File: config.mk
export PLATFORM = sky130hd
export DESIGN_NAME = pt_walker
export DESIGN_NICKNAME = d
export VERILOG_FILES = /design/src/rtl/pt_walk_pkg.sv /design/src/rtl/pt_va_split.sv /design/src/rtl/pt_entry_addr.sv /design/src/rtl/pt_entry_decode.sv /design/src/rtl/pt_walker.sv
export SDC_FILE = /design/constraint.sdc
export NUM_CORES = 1
export LEC_CHECK = 0
export BUFFER_PORTS_ARGS = -buffer_cell sky130_fd_sc_hd__buf_4
export CAP_MARGIN = 20
export CORE_UTILIZATION = 56
export DETAILED_ROUTE_END_ITERATION = 6
export GPL_TIMING_DRIVEN = 0
export PLACE_DENSITY = 0.85
export SLEW_MARGIN = 15
export SYNTH_ARGS = -nofsm -noshare
export SYNTH_HDL_FRONTEND = slang
export SYNTH_SLANG_ARGS = --single-unit
File: constraint.sdc
create_clock -name clk -period 5.6 [get_ports clk]
set_input_delay 0.28 -clock clk [delete_from_list [all_inputs] [get_ports clk]]
set_output_delay 0.28 -clock clk [all_outputs]
set_load 0.05 [all_outputs]
File: src/rtl/pt_walk_pkg.sv
package pt_walk_pkg;
  typedef enum logic [2:0] {
    ST_IDLE  = 3'd0,
    ST_OUTER = 3'd1,
    ST_INNER = 3'd2,
    ST_DONE  = 3'd3,
    ST_FAULT = 3'd4
  } walk_state_t;

  localparam int ENTRY_BYTES_LOG2 = 2;
  localparam int VALID_BIT        = 0;
endpackage

File: src/rtl/pt_va_split.sv
module pt_va_split #(
  parameter int ADDR_W = 32,
  parameter int IDX_W  = 10,
  parameter int OFF_W  = 12
) (
  input  logic [ADDR_W-1:0] va,
  output logic [IDX_W-1:0]  top_idx,
  output logic [IDX_W-1:0]  mid_idx,
  output logic [OFF_W-1:0]  pg_off
);
  assign top_idx = va[ADDR_W-1 -: IDX_W];
  assign mid_idx = va[OFF_W +: IDX_W];
  assign pg_off  = va[OFF_W-1:0];
endmodule

File: src/rtl/pt_entry_addr.sv
module pt_entry_addr #(
  parameter int ADDR_W = 32,
  parameter int IDX_W  = 10
) (
  input  logic [ADDR_W-1:0] tbl_base,
  input  logic [IDX_W-1:0]  idx,
  output logic [ADDR_W-1:0] ent_addr
);
  import pt_walk_pkg::*;
  localparam int PAD_W = ADDR_W - IDX_W - ENTRY_BYTES_LOG2;

  assign ent_addr = tbl_base + {{PAD_W{1'b0}}, idx, {ENTRY_BYTES_LOG2{1'b0}}};
endmodule

File: src/rtl/pt_entry_decode.sv
module pt_entry_decode #(
  parameter int ADDR_W = 32,
  parameter int OFF_W  = 12
) (
  input  logic [ADDR_W-1:0] entry,
  output logic              ent_ok,
  output logic [ADDR_W-1:0] frame_base
);
  import pt_walk_pkg::*;

  assign ent_ok     = entry[VALID_BIT];
  assign frame_base = {entry[ADDR_W-1:OFF_W], {OFF_W{1'b0}}};
endmodule

File: src/rtl/pt_walker.sv
module pt_walker #(
  parameter int ADDR_W = 32,
  parameter int IDX_W  = 10,
  parameter int OFF_W  = 12
) (
  input  logic              clk,
  input  logic              rst_n,
  input  logic              req_valid,
  output logic              req_ready,
  input  logic [ADDR_W-1:0] req_vaddr,
  input  logic [ADDR_W-1:0] table_base,
  output logic              mem_req_valid,
  input  logic              mem_req_ready,
  output logic [ADDR_W-1:0] mem_req_addr,
  input  logic              mem_rsp_valid,
  input  logic [ADDR_W-1:0] mem_rsp_data,
  output logic              res_valid,
  input  logic              res_ready,
  output logic [ADDR_W-1:0] res_paddr,
  output logic              res_fault,
  output logic [1:0]        res_fault_level
);
  import pt_walk_pkg::*;

  localparam int LEVELS = 2;
  localparam int OFF_PAD = ADDR_W - OFF_W;
  localparam logic [1:0] LVL_NONE = 2'd0;
  localparam logic [1:0] LVL_TOP  = 2'd1;
  localparam logic [1:0] LVL_MID  = 2'd2;

  walk_state_t state_q;
  logic        waiting_q;
  logic [ADDR_W-1:0] va_q;
  logic [LEVELS-1:0][ADDR_W-1:0] tbl_q;
  logic [LEVELS-1:0][IDX_W-1:0]  lvl_idx;
  logic [LEVELS-1:0][ADDR_W-1:0] lvl_addr;
  logic [ADDR_W-1:0] paddr_q;
  logic [1:0]        flvl_q;
  logic [OFF_W-1:0]  pg_off;
  logic              rsp_ok;
  logic [ADDR_W-1:0] rsp_frame;

  pt_va_split #(.ADDR_W(ADDR_W), .IDX_W(IDX_W), .OFF_W(OFF_W)) u_split (
    .va(va_q), .top_idx(lvl_idx[0]), .mid_idx(lvl_idx[1]), .pg_off(pg_off)
  );

  for (genvar g = 0; g < LEVELS; g++) begin : g_lvl
    pt_entry_addr #(.ADDR_W(ADDR_W), .IDX_W(IDX_W)) u_eaddr (
      .tbl_base(tbl_q[g]), .idx(lvl_idx[g]), .ent_addr(lvl_addr[g])
    );
  end

  pt_entry_decode #(.ADDR_W(ADDR_W), .OFF_W(OFF_W)) u_dec (
    .entry(mem_rsp_data), .ent_ok(rsp_ok), .frame_base(rsp_frame)
  );

  assign req_ready       = (state_q == ST_IDLE);
  assign mem_req_valid   = ((state_q == ST_OUTER) || (state_q == ST_INNER)) && !waiting_q;
  assign mem_req_addr    = (state_q == ST_INNER) ? lvl_addr[1] : lvl_addr[0];
  assign res_valid       = (state_q == ST_DONE) || (state_q == ST_FAULT);
  assign res_fault       = (state_q == ST_FAULT);
  assign res_paddr       = paddr_q;
  assign res_fault_level = flvl_q;

  always_ff @(posedge clk) begin
    if (!rst_n) begin
      state_q   <= ST_IDLE;
      waiting_q <= 1'b0;
      va_q      <= '0;
      tbl_q     <= '0;
      paddr_q   <= '0;
      flvl_q    <= LVL_NONE;
    end else begin
      unique case (state_q)
        ST_IDLE: begin
          if (req_valid) begin
            va_q      <= req_vaddr;
            tbl_q[0]  <= table_base;
            waiting_q <= 1'b0;
            state_q   <= ST_OUTER;
          end
        end
        ST_OUTER, ST_INNER: begin
          if (!waiting_q) begin
            if (mem_req_ready) waiting_q <= 1'b1;
          end else if (mem_rsp_valid) begin
            waiting_q <= 1'b0;
            if (!rsp_ok) begin
              paddr_q <= '0;
              flvl_q  <= (state_q == ST_OUTER) ? LVL_TOP : LVL_MID;
              state_q <= ST_FAULT;
            end else if (state_q == ST_OUTER) begin
              tbl_q[1] <= rsp_frame;
              state_q  <= ST_INNER;
            end else begin
              paddr_q <= rsp_frame | {{OFF_PAD{1'b0}}, pg_off};
              flvl_q  <= LVL_NONE;
              state_q <= ST_DONE;
            end
          end
        end
        ST_DONE, ST_FAULT: begin
          if (res_ready) state_q <= ST_IDLE;
        end
        default: state_q <= ST_IDLE;
      endcase
    end
  end

  assert_single_read_R7: assert property (@(posedge clk) disable iff (!rst_n)
    (mem_req_valid && mem_req_ready) |=> !mem_req_valid);

  assert_read_held_R7: assert property (@(posedge clk) disable iff (!rst_n)
    (mem_req_valid && !mem_req_ready) |=> (mem_req_valid && $stable(mem_req_addr)));

  assert_result_held_R8: assert property (@(posedge clk) disable iff (!rst_n)
    (res_valid && !res_ready) |=> (res_valid && $stable(res_paddr) &&
                                   $stable(res_fault) && $stable(res_fault_level)));

  assert_fault_level_R5: assert property (@(posedge clk) disable iff (!rst_n)
    (res_valid && res_fault) |-> ((res_fault_level == LVL_TOP) || (res_fault_level == LVL_MID)));

  assert_offset_kept_R4: assert property (@(posedge clk) disable iff (!rst_n)
    (res_valid && !res_fault) |-> ((res_paddr[OFF_W-1:0] == va_q[OFF_W-1:0]) &&
                                   (res_fault_level == LVL_NONE)));

  assert_idle_only_R8: assert property (@(posedge clk) disable iff (!rst_n)
    mem_req_valid |-> !req_ready);
endmodule

-- Yosys cells after proc, flatten, opt, wreduce, memory -nomap -nowiden
Index checks and enable logic that the tools add are counted.
- flip-flop bits (word level): 122
- add/sub/neg operators: 2
- eq/ne operators: 9
- muxes and demuxes: 18
- bitwise logic cells: 1
- reductions and logical operators: 13
- operators by type and width (kind ; number):
    2-to-1 mux 32 bit ; 3
    adder 32 x 12 -> 32 bit ; 2
    bitwise OR 32 x 12 -> 32 bit ; 1
    2-to-1 mux 3 bit ; 5
    != test 2 bit, second input constant ; 5
    one-hot mux 3 bit (3 select lines) ; 1
    AND reduction 4 bit ; 2
    equality test 3 x 2 -> 1 bit, second input constant ; 2
    2-to-1 mux 2 bit ; 3
    2-to-1 mux 1 bit ; 5
    AND reduction 5 bit ; 1
    AND reduction 2 bit ; 2
    OR reduction 2 bit ; 2
    equality test 3 x 1 -> 1 bit, second input constant ; 1
    equality test 3 bit, second input constant ; 1
    logical NOT 3 bit ; 1
    logical OR 1 bit ; 2
    one-hot mux 1 bit (2 select lines) ; 1
    nonzero test 2 bit ; 1
    logical AND 1 bit ; 1
    logical NOT 1 bit ; 1

-- Longest topological paths before layout
- depth after elaboration: 6
- gate-level depth with buffers: 8

-- Hierarchy
From an unflattened synthesis, not the netlist that was laid out.
- cells, all modules: 971
- area total of the unflattened synthesis: 7722.4 um^2
- modules (own cells, without submodules) (module ; times used ; cells an instance ; area each (um^2) ; seq. area each (um^2)):
    pt_walker ; 1 ; 672 ; 5509.0 ; 2682.6
    pt_entry_addr (g_lvl[0].u_eaddr) ; 1 ; 121 ; 879.6 ; 0.0
    pt_entry_addr (g_lvl[1].u_eaddr) ; 1 ; 112 ; 842.1 ; 0.0
    pt_entry_decode ; 1 ; 34 ; 251.5 ; 0.0
    pt_va_split ; 1 ; 32 ; 240.2 ; 0.0

-- Worst setup path before layout
No wires, ideal clock.
- kind: register -> output
- from: register va_q[22]
- to: output port mem_req_addr[18]
- data arrival time: 2.913 ns
- slack: 2.407 ns
- cell stages (with the launch flop): 9
- cell sequence: dfxtp_1 ha_1 fa_1 a21oi_1 o22ai_2 o211ai_4 nor2_1 xnor2_1 o21ai_0
- cells in the longest elaborated chain, start to end: 2
- ends and longest elaborated chain (element ; line ; source):
    from (decl) ; pt_walker.sv:33 ; logic [ADDR_W-1:0] va_q;
    from (signal assigned) ; pt_walker.sv:77 ; va_q <= req_vaddr;
    adder 32 x 12 -> 32 bit ; pt_entry_addr.sv:12 ; assign ent_addr = tbl_base + {{PAD_W{1'b0}}, idx, {ENTRY_BYTES_LOG2{1'b0}}};
    2-to-1 mux 32 bit ; pt_walker.sv:59 ; assign mem_req_addr = (state_q == ST_INNER) ? lvl_addr[1] : lvl_addr[0];
    to (decl) ; pt_walker.sv:14 ; output logic [ADDR_W-1:0] mem_req_addr,
No other way between the ends.

-- Worst setup path after layout
- from: register va_q[22]
- to: output port mem_req_addr[12]
Same word-level chain as after synthesis.

==> run metrics <==
total negative slack=0 ns; Slew @ Worst Pin=roughly 0.58 ns; DIE AREA=11100 um2; post-synth cell types=50; die width=roughly 110 um; Antenna Nets Post-Route=0; global placement routability congestion=0.966; largest net degree at the start of global routing=17; fin util=between 70% and 80%; MaxCap Viol Count=0; Final #Nets=roughly 1100; crit path time final=~3.4 ns; top-area cell type share of the netlist area=40.9%; final setup vio count=0; clk buf depth=2; min-delay src=table_base[5]; Synth Area per Inst=between 7 and 8 um2; hold depth=3; final hold violations=0; H-tree depth=4; crit path kind=flop to output port; R2R Setup Slk=about 3.7 ns; top cells by area, synth=dfxtp_1 41%, nand2_1 15%, a21boi_0 12%; Crit path arrival time=3.14 ns; cells on worst reg2reg path=7; die height=approximately 110 um; dpl hpwl=between 10000 and 15000 um; Cells after Synth=approximately 770; Gates resized, CTS repair=0; drt first-iter violations=360; diodes inserted=0; TritonCTS clock tree=built; reg-to-reg critical path startpoint=state_q[1]; initial antenna violation count=0; fin. max-slew vios=0; CTS clock-pin slew for the worst setup and hold paths=roughly 0.06 ns; PwrDens=about 390 nW/um2; leading cell type in the layout, fill and taps excluded=nand2_1; CP required=5.32 ns; Setup crit end kind=output port; Pre-Repair DR Iteration Count=5; fmax=293 MHz; DP Area=7330 um2; RSZ-0062 raised after global routing=no; Design Area, Final=8020 um2; area leader, netlist=dfxtp_1; crit share post-route=about three fifths; most frequent cells in the layout=243 x nand2_1, 160 x buf_4, 122 x dfxtp_1; post-CTS setup buffers=0; Hold Buf Count CTS=10; layout cells sized above 1=23.4%; CP max FO=3; outcome=complete, no violations; placed insts=around 1100; CTS root buf=clkbuf_8; FP Rows=37; synthesis warning total=0; later-pin clock latency in the skew report=roughly 0.54 ns; routed length per instance=roughly 16 um; Layout Cells excl Fill=1103; effective utilization at floorplan=between 50% and 60%; startpoint types=flop; Area growth syn-to-layout=34.4%; Leak Pwr=roughly 3.2 nW; CTS Buf Count=17; final setup margin=between 2 and 2.5 ns; total number of vias=between 6000 and 7000; Core Box Area=between 10000 and 15000 um2; Seq/Total Area, Yosys=between 40% and 50%; routed vias/inst=roughly 5.5; DR DRC count=0; GR Overflow Total=0; reg2reg end=tbl_q[7]; io pins=about 170; CTS sink count=between 100 and 150; Worst slew margin=about three fifths; final clock skew=0.00398 ns; IO buf count=approximately 160; worst vdd ir=~0.28 mV; flops & latches, synth=around 120; vias in the first global route=between 5000 and 6000; global-route wire length before repair=28100 um; Syn Nets=~900; dpl ws=approximately 2.8 ns; worst min path class=primary input to flop; Mapped Area=between 5000 and 6000 um2; GR Util All Layers=32.6%; worst hold path endpoint=tbl_q[5]; Post-Route WL=about 18000 um
## synth_stat cells, drive strengths merged
| cell | count |
|---|---|
| a211oi | 3 |
| a21boi | 120 |
| a21o | 1 |
| a21oi | 29 |
| a311o | 1 |
| a311oi | 1 |
| a31oi | 1 |
| a41oi | 1 |
| and2 | 5 |
| and3 | 3 |
| and4 | 1 |
| buf | 21 |
| clkbuf | 33 |
| dfxtp | 122 |
| fa | 1 |
| ha | 10 |
| inv | 6 |
| mux2i | 1 |
| nand2 | 244 |
| nand2b | 3 |
| nand3 | 40 |
| nand4 | 7 |
| nor2 | 28 |
| nor2b | 3 |
| nor3 | 9 |
| nor3b | 3 |
| nor4 | 3 |
| o211ai | 3 |
| o21a | 2 |
| o21ai | 29 |
| o21bai | 1 |
| o22ai | 1 |
| or2 | 2 |
| or3 | 1 |
| xnor2 | 22 |
| xor2 | 5 |
## power by group
group | internal, mW | leakage, nW | switching (mW)
sequential | 0.956 | 0.993 | 0.0674
combinational | 0.337 | 1.95 | 0.709
clock | 0.689 | 0.282 | 0.400
## sequential cells by signal, indices dropped and copies added (netlist names)
signal	count
tbl_q	52
state_q	3
res_paddr	32
res_fault_level	2
waiting_q	1
va_q	32
## worst max-delay path by stage
stage / startpoint / endpoint / slack (ns) / depth (start not counted)
floorplan: va_q[22] / mem_req_addr[18] / 2.41 / 8
global placement: va_q[22] / mem_req_addr[12] / 2.83 / 9
detailed placement: va_q[22] / mem_req_addr[12] / 2.77 / 9
CTS: va_q[22] / mem_req_addr[12] / 2.21 / 9
global route: va_q[22] / mem_req_addr[12] / 2.10 / 9
finish: va_q[22] / mem_req_addr[12] / 2.18 / 9
## worst max-delay path, stage by stage (launching register included)
cell and delay, ns:
dfxtp_1 0.31, ha_1 0.23, fa_1 0.41, a21oi_1 0.28, o22ai_2 0.15, or2_1 0.29
a311oi_2 0.32, xor2_1 0.12, a21oi_1 0.25, buf_4 0.25
## layout make-up
cell class / instances / area [um2]
buffer: 54 / 228
clock buffer: 21 / 439
clock inverter: 11 / 146
fill: 759 / 2310
inverter: 6 / 22.5
multi-input combinational: 584 / 3270
sequential: 122 / 2440
tap: 136 / 170
timing repair buffer: 169 / 1290
## per-stage QoR
stage               hold WS [ns]  total power [mW]
CTS                      0.00208              3.16
detailed placement         0.446              2.06
global route             0.00216              3.29
global placement           0.438              2.04
finish                   0.00996              3.16
floorplan                  0.415              1.73
## cells by family (layout without fill, tap and decap cells)
group | count (synthesis) | after routing | synth area share, %
AO/OA/AOI/OAI | 193 | 193 | 22.9
adder cells (fa/ha/maj) | 11 | 11 | 2.43
XOR/XNOR | 27 | 27 | 3.96
flip-flops | 122 | 122 | 40.9
AND/OR/NAND/NOR | 352 | 352 | 25.4
multiplexers | 1 | 1 | 0.168
buffers and inverters | 60 | 261 | 4.19
## per-layer routing
layer | vias to the layer above | routed length, um | global-route usage [%]
li1 | 2947 | - | -
met1 | 2805 | 7410 | 39.8
met2 | 266 | 8540 | 54.7
met3 | 41 | 1330 | 8.10
met4 | 0 | 445 | 14.1
met5 | - | 0 | 0
Note: power is estimated with default switching activity, not from simulation.
